===== src/rtl/tdmsw_pkg.sv =====
`timescale 1ns/1ps
package tdmsw_pkg;
  // Control to datapath strobes
  typedef struct packed {
    logic run;   // a table row is executed this cycle
    logic bank;  // current bank selector (link side)
  } tdmswStrobe_t;
endpackage


===== src/rtl/tdmsw_ctrl.sv =====
`timescale 1ns/1ps
module tdmsw_ctrl
  import tdmsw_pkg::*;
#(
  parameter int ROWS = 10,
  localparam int RB = (ROWS > 1) ? $clog2(ROWS) : 1
) (
  input  logic          clk,
  input  logic          rst_n,
  input  logic          frameStart,
  output tdmswStrobe_t  strobe,
  output logic [RB-1:0] rowIdx,
  output logic          busy
);
  logic bankQ;

  always_ff @(posedge clk or negedge rst_n) begin
    if (!rst_n) begin
      bankQ  <= 1'b0;
      rowIdx <= '0;
      busy   <= 1'b0;
    end else if (frameStart) begin
      bankQ  <= ~bankQ;
      rowIdx <= '0;
      busy   <= 1'b1;
    end else if (busy) begin
      if (rowIdx == RB'(ROWS - 1)) busy <= 1'b0;
      else rowIdx <= rowIdx + 1'b1;
    end
  end

  assign strobe.run  = busy;
  assign strobe.bank = bankQ;
endmodule


===== src/rtl/tdmsw_slotmap.sv =====
`timescale 1ns/1ps
module tdmsw_slotmap
  import tdmsw_pkg::*;
#(
  parameter int PORTS = 5,
  parameter int SLOTS = 8,
  parameter int ROWS  = 10,
  localparam int PB = (PORTS > 1) ? $clog2(PORTS) : 1,
  localparam int SB = (SLOTS > 1) ? $clog2(SLOTS) : 1,
  localparam int RB = (ROWS > 1) ? $clog2(ROWS) : 1
) (
  input  logic                clk,
  input  logic                rst_n,
  input  tdmswStrobe_t        strobe,
  input  logic [RB-1:0]       rowIdx,
  input  logic                cfgWrEn,
  input  logic [PB-1:0]       cfgPort,
  input  logic [RB-1:0]       cfgRow,
  input  logic                cfgValid,
  input  logic [PB-1:0]       cfgInPort,
  input  logic [SB-1:0]       cfgInSlot,
  input  logic [SB-1:0]       cfgOutSlot,
  output logic [PORTS-1:0]    rowValid,
  output logic [PORTS*PB-1:0] rowIb,
  output logic [PORTS*SB-1:0] rowIs,
  output logic [PORTS*SB-1:0] rowOs
);
  logic          tValid [2][PORTS][ROWS];
  logic [PB-1:0] tIb    [2][PORTS][ROWS];
  logic [SB-1:0] tIs    [2][PORTS][ROWS];
  logic [SB-1:0] tOs    [2][PORTS][ROWS];

  logic cfgHit;
  assign cfgHit = cfgWrEn && (int'(cfgPort) < PORTS) && (int'(cfgRow) < ROWS);

  always_ff @(posedge clk or negedge rst_n) begin
    if (!rst_n) begin
      for (int b = 0; b < 2; b++)
        for (int p = 0; p < PORTS; p++)
          for (int r = 0; r < ROWS; r++) begin
            tValid[b][p][r] <= 1'b0;
            tIb[b][p][r]    <= '0;
            tIs[b][p][r]    <= '0;
            tOs[b][p][r]    <= '0;
          end
    end else if (cfgHit) begin
      tValid[~strobe.bank][cfgPort][cfgRow] <= cfgValid;
      tIb[~strobe.bank][cfgPort][cfgRow]    <= cfgInPort;
      tIs[~strobe.bank][cfgPort][cfgRow]    <= cfgInSlot;
      tOs[~strobe.bank][cfgPort][cfgRow]    <= cfgOutSlot;
    end
  end

  // Active row lookup, one entry per output
  for (genvar o = 0; o < PORTS; o++) begin : g_row
    logic rowOk;
    assign rowOk                 = int'(rowIdx) < ROWS;
    assign rowValid[o]           = rowOk && tValid[strobe.bank][o][rowIdx];
    assign rowIb[o*PB +: PB]     = rowOk ? tIb[strobe.bank][o][rowIdx] : '0;
    assign rowIs[o*SB +: SB]     = rowOk ? tIs[strobe.bank][o][rowIdx] : '0;
    assign rowOs[o*SB +: SB]     = rowOk ? tOs[strobe.bank][o][rowIdx] : '0;
  end
endmodule


===== src/rtl/tdmsw_datapath.sv =====
`timescale 1ns/1ps
module tdmsw_datapath
  import tdmsw_pkg::*;
#(
  parameter int PORTS = 5,
  parameter int SLOTS = 8,
  parameter int WIDTH = 8,
  localparam int PB = (PORTS > 1) ? $clog2(PORTS) : 1,
  localparam int SB = (SLOTS > 1) ? $clog2(SLOTS) : 1
) (
  input  logic                   clk,
  input  logic                   rst_n,
  input  tdmswStrobe_t           strobe,
  input  logic [PORTS-1:0]       inWrEn,
  input  logic [PORTS*SB-1:0]    inWrSlot,
  input  logic [PORTS*WIDTH-1:0] inWrData,
  input  logic [PORTS*SB-1:0]    outRdSlot,
  output logic [PORTS*WIDTH-1:0] outRdData,
  input  logic [PORTS-1:0]       rowValid,
  input  logic [PORTS*PB-1:0]    rowIb,
  input  logic [PORTS*SB-1:0]    rowIs,
  input  logic [PORTS*SB-1:0]    rowOs,
  output logic                   slotClash
);
  logic [WIDTH-1:0] inBuf  [2][PORTS][SLOTS];
  logic [WIDTH-1:0] outBuf [2][PORTS][SLOTS];

  logic [PB-1:0]    ibOf     [PORTS];
  logic [SB-1:0]    isOf     [PORTS];
  logic [SB-1:0]    osOf     [PORTS];
  logic [PORTS-1:0] useEnt;
  logic [SB-1:0]    grantSlot [PORTS];
  logic [PORTS-1:0] grantHit;
  logic [PORTS-1:0] clashIn;
  logic [WIDTH-1:0] rdWord   [PORTS];

  always_comb begin
    for (int o = 0; o < PORTS; o++) begin
      ibOf[o]   = rowIb[o*PB +: PB];
      isOf[o]   = rowIs[o*SB +: SB];
      osOf[o]   = rowOs[o*SB +: SB];
      useEnt[o] = rowValid[o] && (int'(ibOf[o]) < PORTS) && (int'(osOf[o]) < SLOTS)
                  && (int'(isOf[o]) < SLOTS);
    end
  end

  // Single read port per input: lowest-numbered requesting output picks the slot
  always_comb begin
    for (int i = 0; i < PORTS; i++) begin
      grantSlot[i] = '0;
      grantHit[i]  = 1'b0;
      clashIn[i]   = 1'b0;
      for (int o = 0; o < PORTS; o++) begin
        if (useEnt[o] && int'(ibOf[o]) == i) begin
          if (!grantHit[i]) begin
            grantHit[i]  = 1'b1;
            grantSlot[i] = isOf[o];
          end else if (isOf[o] != grantSlot[i]) begin
            clashIn[i] = 1'b1;
          end
        end
      end
    end
  end

  // Fully connected crossbar
  always_comb begin
    for (int o = 0; o < PORTS; o++)
      rdWord[o] = useEnt[o] ? inBuf[~strobe.bank][ibOf[o]][grantSlot[ibOf[o]]] : '0;
  end

  always_ff @(posedge clk or negedge rst_n) begin
    if (!rst_n) begin
      for (int b = 0; b < 2; b++)
        for (int p = 0; p < PORTS; p++)
          for (int s = 0; s < SLOTS; s++) begin
            inBuf[b][p][s]  <= '0;
            outBuf[b][p][s] <= '0;
          end
      slotClash <= 1'b0;
    end else begin
      for (int i = 0; i < PORTS; i++)
        if (inWrEn[i] && int'(inWrSlot[i*SB +: SB]) < SLOTS)
          inBuf[strobe.bank][i][inWrSlot[i*SB +: SB]] <= inWrData[i*WIDTH +: WIDTH];
      if (strobe.run)
        for (int o = 0; o < PORTS; o++)
          if (useEnt[o]) outBuf[~strobe.bank][o][osOf[o]] <= rdWord[o];
      slotClash <= strobe.run && (|clashIn);
    end
  end

  for (genvar o = 0; o < PORTS; o++) begin : g_rd
    logic [SB-1:0] rs;
    assign rs = outRdSlot[o*SB +: SB];
    assign outRdData[o*WIDTH +: WIDTH] =
      (int'(rs) < SLOTS) ? outBuf[strobe.bank][o][rs] : '0;
  end
endmodule


===== src/rtl/tdm_mcast_switch.sv =====
`timescale 1ns/1ps
module tdm_mcast_switch
  import tdmsw_pkg::*;
#(
  parameter int PORTS = 5,
  parameter int SLOTS = 8,
  parameter int ROWS  = 10,
  parameter int WIDTH = 8,
  localparam int PB = (PORTS > 1) ? $clog2(PORTS) : 1,
  localparam int SB = (SLOTS > 1) ? $clog2(SLOTS) : 1,
  localparam int RB = (ROWS > 1) ? $clog2(ROWS) : 1
) (
  input  logic                   clk,
  input  logic                   rst_n,
  input  logic                   frameStart,
  input  logic [PORTS-1:0]       inWrEn,
  input  logic [PORTS*SB-1:0]    inWrSlot,
  input  logic [PORTS*WIDTH-1:0] inWrData,
  input  logic [PORTS*SB-1:0]    outRdSlot,
  output logic [PORTS*WIDTH-1:0] outRdData,
  input  logic                   cfgWrEn,
  input  logic [PB-1:0]          cfgPort,
  input  logic [RB-1:0]          cfgRow,
  input  logic                   cfgValid,
  input  logic [PB-1:0]          cfgInPort,
  input  logic [SB-1:0]          cfgInSlot,
  input  logic [SB-1:0]          cfgOutSlot,
  output logic                   busy,
  output logic                   slotClash
);
  tdmswStrobe_t        strobe;
  logic [RB-1:0]       rowIdx;
  logic [PORTS-1:0]    rowValid;
  logic [PORTS*PB-1:0] rowIb;
  logic [PORTS*SB-1:0] rowIs;
  logic [PORTS*SB-1:0] rowOs;

  tdmsw_ctrl #(.ROWS(ROWS)) u_ctrl (
    .clk(clk), .rst_n(rst_n), .frameStart(frameStart),
    .strobe(strobe), .rowIdx(rowIdx), .busy(busy)
  );

  tdmsw_slotmap #(.PORTS(PORTS), .SLOTS(SLOTS), .ROWS(ROWS)) u_map (
    .clk(clk), .rst_n(rst_n), .strobe(strobe), .rowIdx(rowIdx),
    .cfgWrEn(cfgWrEn), .cfgPort(cfgPort), .cfgRow(cfgRow), .cfgValid(cfgValid),
    .cfgInPort(cfgInPort), .cfgInSlot(cfgInSlot), .cfgOutSlot(cfgOutSlot),
    .rowValid(rowValid), .rowIb(rowIb), .rowIs(rowIs), .rowOs(rowOs)
  );

  tdmsw_datapath #(.PORTS(PORTS), .SLOTS(SLOTS), .WIDTH(WIDTH)) u_dp (
    .clk(clk), .rst_n(rst_n), .strobe(strobe),
    .inWrEn(inWrEn), .inWrSlot(inWrSlot), .inWrData(inWrData),
    .outRdSlot(outRdSlot), .outRdData(outRdData),
    .rowValid(rowValid), .rowIb(rowIb), .rowIs(rowIs), .rowOs(rowOs),
    .slotClash(slotClash)
  );
endmodule


===== config.mk =====
export PLATFORM = sky130hd
export DESIGN_NAME = tdm_mcast_switch
export DESIGN_NICKNAME = d
export VERILOG_FILES = /design/src/rtl/tdmsw_pkg.sv /design/src/rtl/tdmsw_ctrl.sv /design/src/rtl/tdmsw_slotmap.sv /design/src/rtl/tdmsw_datapath.sv /design/src/rtl/tdm_mcast_switch.sv
export SDC_FILE = /design/constraint.sdc
export NUM_CORES = 2
export LEC_CHECK = 0
export ABC_CLOCK_PERIOD_IN_PS = 6600
export BUFFER_PORTS_ARGS = -buffer_cell sky130_fd_sc_hd__buf_4
export CAP_MARGIN = 0
export CORE_MARGIN = 2
export CORE_UTILIZATION = 50
export CTS_BUF_LIST = sky130_fd_sc_hd__clkbuf_8 sky130_fd_sc_hd__clkbuf_16
export DETAILED_ROUTE_END_ITERATION = 10
export HOLD_SLACK_MARGIN = 0.1
export PLACE_DENSITY_LB_ADDON = 0.2
export SETUP_SLACK_MARGIN = 0.1
export SLEW_MARGIN = 20
export SYNTH_ARGS = -nofsm -noshare
export SYNTH_HDL_FRONTEND = slang
export SYNTH_SLANG_ARGS = --single-unit

===== constraint.sdc =====
create_clock -name clk -period 6.6 [get_ports clk]
set_input_delay 0 -clock clk [delete_from_list [all_inputs] [get_ports clk]]
set_output_delay 0 -clock clk [all_outputs]
set_load 0.02 [all_outputs]

* After elaboration in Yosys (flattened, before gate mapping) *
Cells that the tools add are included.

cells by class
  equal/unequal tests = 42
  muxes and demuxes = 369
  reductions and logical operators = 60
  $lt $le $gt $ge = 52
  add/subtract/negate cells = 1
  bitwise gates (word level) = 31

operators by type and width
  kind                number
  $mux 640            14
  $bwmux 640          10
  $demux 320 s1       10
  $mux 320            8
  $mux 150            10
  $bmux 64 s3         5
  $bwmux 300          3
  $mux 64             12
  $mux 256            2
  $mux 192            2
  $mux 3              101
  $mux 8              35
  $mux 128            2
  $bmux 8 s3          10
  $demux 8 s3         10
  $mux 50             4
  $bmux 3 s4          15
  $demux 150 s1       1
  $ge 4x4->1 const B  26
  $not 3->4           26
  $bwmux 100          1
  $mux 1              94
  $demux 30 s3        1
  $ne 3x3->1          20
  29 further kinds    133

word-level totals
  logic and storage cells = 1,119
  input port bits = 96
  output and inout bits = 42
  register bits = 2,287

* Depth between registers and ports, before layout *
  depth after elaboration = 42
  mapped depth = 24
  depth with buffers taken out = 13

* Modules after synthesis *
Synthesis repeated with hierarchy kept, for this count alone.

second synthesis, totals
  cells, all modules = 9,229
  area total of the unflattened synthesis = 125,307.7 µm²

modules (own cells, without submodules)
  module          times used  cells each  area an instance (µm²)  seq. area each (µm²)
  tdmsw_datapath  1           6,171       78,612.9                32,055.7
  tdmsw_slotmap   1           3,029       46,380.7                25,024.0
  tdmsw_ctrl      1           29          314.1                   150.1

* Least setup slack after synthesis *
No wires, ideal clock.

  kind = register to register
  from = register u_ctrl.bankQ
  to = register u_dp.outBuf[184] (netlist name)
  setup slack = 1.814 ns
  data required time = 6.475 ns
  path buffers = 12
  cell stages (with the launch flop) = 20
  clock period less this slack = 4.786 ns
  library setup time = 0.125 ns
  data arrival time = 4.661 ns
  cell sequence = dfrtp_1 buf_6 buf_6 buf_12 buf_8 buf_8 buf_6 buf_6 buf_4 buf_4 buf_2 buf_2 buf_2 mux4_2 mux4_2 nand2_1 o21a_1 nand2_1 nor2_1 mux2_2

on the way
  longest elaborated chain between the ends = 42
  elaborated cells between the ends (all ways) = 296

RTL lines
  item                                         line                  RTL
  from (decl)                                  tdmsw_ctrl.sv:15      logic bankQ;
  from (signal assigned)                       tdmsw_ctrl.sv:23      bankQ <= ~bankQ;
  $not 1->2 (not written as such)              --
  $mux 150 (not written as such) (3 in a row)  tdmsw_slotmap.sv:59   assign rowIb[o*PB +: PB] = rowOk ? tIb[strobe.bank][o][rowIdx] : '0;
  $bmux 3 s4                                   tdmsw_slotmap.sv:59
  $mux 3 (not written as such) (2 in a row)    tdmsw_slotmap.sv:59
  $mux 3                                       tdmsw_slotmap.sv:59
  $lt 3x3->1                                   tdmsw_datapath.sv:42  useEnt[o] = rowValid[o] && (int'(ibOf[o]) < PORTS) && (int'(osOf[o]) < SLOTS)
  $logic_and 1x1->1                            tdmsw_datapath.sv:42
  $logic_and 1x1->1                            tdmsw_datapath.sv:54  if (useEnt[o] && int'(ibOf[o]) == i) begin
  [... 23 more ...]                            --
  $bwmux 640                                   tdmsw_datapath.sv:87  if (useEnt[o]) outBuf[~strobe.bank][o][osOf[o]] <= rdWord[o];
  $mux 640                                     tdmsw_datapath.sv:87
  $mux 640                                     tdmsw_datapath.sv:85  if (strobe.run)
  $bwmux 640                                   tdmsw_datapath.sv:87
  $mux 640                                     tdmsw_datapath.sv:87
  $mux 640                                     tdmsw_datapath.sv:85
  $bwmux 640                                   tdmsw_datapath.sv:87
  $mux 640 *                                   tdmsw_datapath.sv:87
  to (signal, indexed assignment)              tdmsw_datapath.sv:87
  to (decl)                                    tdmsw_datapath.sv:26  logic [WIDTH-1:0] outBuf [2][PORTS][SLOTS];

Mark *: on every way between the ends. The rest lies on a longest branch, timed or not. The select of a mux whose other input is x is not followed.
A chain may end at the register's enable or synchronous reset.

* Final worst setup path *
  from = register u_ctrl.rowIdx[1]
  to = register u_dp.outBuf[122] (netlist name)

on the way
  longest elaborated chain between the ends = 39
  elaborated cells between the ends (all ways) = 273

RTL lines
  item                                       line                  RTL
  from (decl)                                tdmsw_ctrl.sv:12      output logic [RB-1:0] rowIdx,
  from (signal assigned)                     tdmsw_ctrl.sv:28      else rowIdx <= rowIdx + 1'b1;
  $not 4->5 (not written as such)            --
  $bmux 3 s4                                 tdmsw_slotmap.sv:59
  $mux 3 (not written as such) (2 in a row)  tdmsw_slotmap.sv:59
  $mux 3                                     tdmsw_slotmap.sv:59
  $lt 3x3->1                                 tdmsw_datapath.sv:42
  $logic_and 1x1->1                          tdmsw_datapath.sv:42
  $logic_and 1x1->1                          tdmsw_datapath.sv:54
  $mux 3 or $mux 1 (tied branches)           tdmsw_datapath.sv:54
  [... 22 more ...]                          --
  $bwmux 640                                 tdmsw_datapath.sv:87
  $mux 640                                   tdmsw_datapath.sv:87
  $mux 640                                   tdmsw_datapath.sv:85
  $bwmux 640                                 tdmsw_datapath.sv:87
  $mux 640                                   tdmsw_datapath.sv:87
  $mux 640                                   tdmsw_datapath.sv:85
  $bwmux 640                                 tdmsw_datapath.sv:87
  $mux 640 *                                 tdmsw_datapath.sv:87

Marked as above.

==> impl_metrics.toml <==
[yosys]
synth_warnings = 0
synth.area.top_cells = "dfrtp_1 (47%), mux2_2 (20%), mux4_2 (7.6%)"
synth_ff_type = "dfrtp_1"
synth_area_sq_um = 122000
synthArstFlopShare_pct = 100.0
post-synth-top-area-cell = "dfrtp_1"
avgSynthCellArea_sq_um = 11.93
synth_fp_nets = 10320
netlist_instances = 10220
ys_ff_latch = 2287
synth_cell_types = 129
yosysTopAreaCellShare_pct = 46.91
synth-edff-count = 0
ys_seq_area_share_pct = 46.91

[setup_path]
startpoint = "u_ctrl.rowIdx[1]"
max_stage_delay_ns = 0.63
ff2ff_path_depth = 19
critPathLaunchType = "flop"
cp_cell_sequence = "buf_12, nor2_4, buf_4, a21oi_1, a41oi_4, nand3_1, nor4_1, o21ai_0, a22oi_2, buf_4, o311a_1, nand2_2, buf_4, a211oi_1, buf_4, nor3_1, a32oi_2, buf_12, a31oi_1"
crit_required_ns = 7.39
end_kind = "flop"
crit_type = "flop to flop"
reg2reg_from = "u_ctrl.rowIdx[1]"
cp.arrival_ns = 7.31
cp_num_buf_inv = 6
reg2reg_to = "u_dp.outBuf[122]"
cp.depth = 19
cp_top_family = "compound AO/OA/AOI/OAI gates"
r2r_slack_ns = 0.08
worstSetupEndpoint = "u_dp.outBuf[122]"
critPathMaxFanout = 16
cpMaxStageDelayCell = "dfrtp_4"
critical-path-top-cell-by-count = "buf_4"

[cells_and_area]
layout-drive-gt1-share_pct = 37.36
instances_no_fill = 14090
num-nets-final = 10770
area_growth_pct = 14.91

[global_route]
globalRoute.totalOverflow = 0
grt_pass1_wl_mm = 699.3
grt_use_total_pct = 39.19
antenna_found_initial = 38
first_global_vias = 91610
grt_max_degree = 199

[route]
num_vias = 94010
wire_per_inst_microns = 35.06
highest_layer = "met5"
dr_wl_met3_mm = 47.02
antenna_left = 0
viasPerCell = 6.674
drt_wl_total_mm = 493.9
met1_length_mm = 212.4
firstDrtPassIters = 7
drt_iter0_markers = 11900
met2_length_mm = 209.1
drc = 0

[sta]
skew_ns = 0.1176
worst_pin_slew_ns = 1.317
maxSlewViolCount = 0
fin_crit_sh_pct = 98.79
setup_viol = 0
min_period_ns = 6.520
rsz0062_at_grt = "yes"
timing.hold.ws_ns = 0.1549
clock.fmax_ghz = 0.1534
hold_viol_final = 0
slew-limit-headroom_pct = 11.65

[die]
io-pin-count = 138
die_area_sq_um = 248000
die_w_microns = 498.0
num_rows = 181
core-area_sq_um = 243000
initial_core_util_pct = 50.21
die_h_microns = 498.0

[placed_design]
dp.cells = 13460
finalWeightedCongestion = 1.058
place.detailed.hpwl_mm = 353.0
port_buffers = 137

[cts]
clock-sinks = 2287
cts.clk_slew.worst_paths_ns = 0.06
cts_tree = "done"
root_buffer = "clkbuf_16"
htree_levels = 4
clock_path_buffers = 3
cts_buffers = 232
clk_latency_ns = 0.94

[outcome]
status = "finished clean"

[hold_path]
hold-path-cell-count = 3
hp-class = "input port to flop"

[power_and_ir_drop]
pwr_density_cell_nw_per_um2 = 488.8
finalPower_mw = 68.53
ir_drop_mv = 0.4697
leakage_nw = 62.20

[job]
drv_cap = 0
cell type report:
class,instances,area (sq um)
timing repair buffer,1037,9338
tap,3202,4006
sequential,2287,57240
antenna,9,22.52
clock buffer,288,6588
clock inverter,145,1538
inverter,46,172.7
multi-input combinational,7071,61290
fill,19710,102800
state kept, by name (all words and copies together) (netlist names):
register,cells
u_map.tValid,100
u_dp.outBuf,640
u_map.tOs,300
u_map.tIb,300
u_ctrl.busy,1
u_dp.slotClash,1
u_map.tIs,300
u_ctrl.rowIdx,4
u_dp.inBuf,640
u_ctrl.bankQ,1
tightest hold or removal path, cell delays in order:
cell           delay [ns]
dlygate4sd3_1        0.57
buf_4                0.22
mux2_2               0.17
cells in the mapped netlist, types with 53 or more instances:
| cell type | count |
|---|---|
| a31oi_1 | 242 |
| o21ai_0 | 426 |
| nand2_1 | 770 |
| nor2_1 | 829 |
| mux2_2 | 2117 |
| o221ai_1 | 94 |
| o22ai_1 | 53 |
| buf_4 | 63 |
| nand3_1 | 105 |
| dfrtp_1 | 2287 |
| a21oi_1 | 339 |
| clkbuf_1 | 470 |
| a211oi_1 | 190 |
| nor3_1 | 185 |
| o31ai_1 | 60 |
| buf_1 | 89 |
| mux2i_1 | 351 |
| mux4_2 | 410 |
| o211ai_1 | 142 |
| buf_2 | 156 |
how the worst min path moves through the flow:
stage / to / slack, ns / start
after global routing: u_dp.inBuf[325] / 0.13 / inWrData[37]
after global placement: u_map.tIs[121] / 0.006 / rst_n
after CTS: u_dp.inBuf[349] / 0.11 / inWrData[37]
after floorplan: u_ctrl.bankQ / -0.30 / rst_n
after detailed placement: u_map.tIs[122] / 0.01 / rst_n
final: u_dp.inBuf[325] / 0.15 / inWrData[37]
layer usage:
metal  global-route usage (%)  vias to the layer above
met5                        0                        -
met4                    16.54                       34
met3                    9.632                      920
met2                    56.10                     4689
met1                    56.78                    49210
li1                         -                    39160
power breakdown:
part	internal, mW	switching [mW]	leakage [nW]
Sequential	16.5	1.32	30.6
Clock	7.87	5.86	4.17
Combinational	12.4	24.5	27.4
cell usage in the layout, fill, tap and decap left out, types with 34 or more instances in the layout:
cell type      Yosys  routed
clkbuf_16          0     233
clkbuf_8           0      55
o21ai_1           28      35
a211oi_1         190     189
buf_4             63     782
mux4_2           410     410
a31oi_1          242     241
a22oi_1           38      37
mux2_2          2117    2117
mux2i_1          351     338
o31ai_1           60      59
nor2_2            10      61
nor3_1           185     182
dfrtp_1         2287    2283
buf_12             5      84
nor2_1           829     775
a21oi_1          339     337
o221ai_1          94      94
o211ai_1         142     142
dlygate4sd3_1      0     164
nand3_1          105     104
inv_1             36      85
nand2_1          770     767
clkinv_2           0      44
o22ai_1           53      53
o21ai_0          426     418
nor4_1            35      34
cell families (layout without fill, tap and decap cells):
family | count (synthesis) | in the layout | share of synthesized area [%]
muxes | 2918 | 2918 | 30.74
DFF | 2287 | 2287 | 46.91
and+or+nand+nor | 2145 | 2145 | 7.599
other | 0 | 9 | 0
xor gates and xnor gates | 51 | 51 | 0.3661
AOI/OAI and AO/OA | 1955 | 1955 | 11.04
adders and majority gates | 2 | 2 | 0.02051
buffers and inverters | 866 | 1516 | 3.324
metrics by stage:
step           util, %  setup slack (ns)  TNS [ns]  area [sq um]
2_1_floorplan        -             1.814         0        122000
6_report         57.69           0.07953         0        140200
4_1_cts          57.61            0.1168         0        140000
3_5_place_dp     53.51           -0.3818    -8.970        130000
5_1_grt          57.69           0.07684         0        140200
3_3_place_gp     53.48           -0.3683    -12.18        129900
what timing repair did:
action / in CTS / in global routing
pin swaps: 1 / 1
hold endpoints to repair: 2104 / 0
resized for setup: 10 / 10
endpoints found under the setup margin: 127 / 99
hold buffers: 165 / 0
setup buffers: 11 / 6
(Power assumes the default switching activity.)
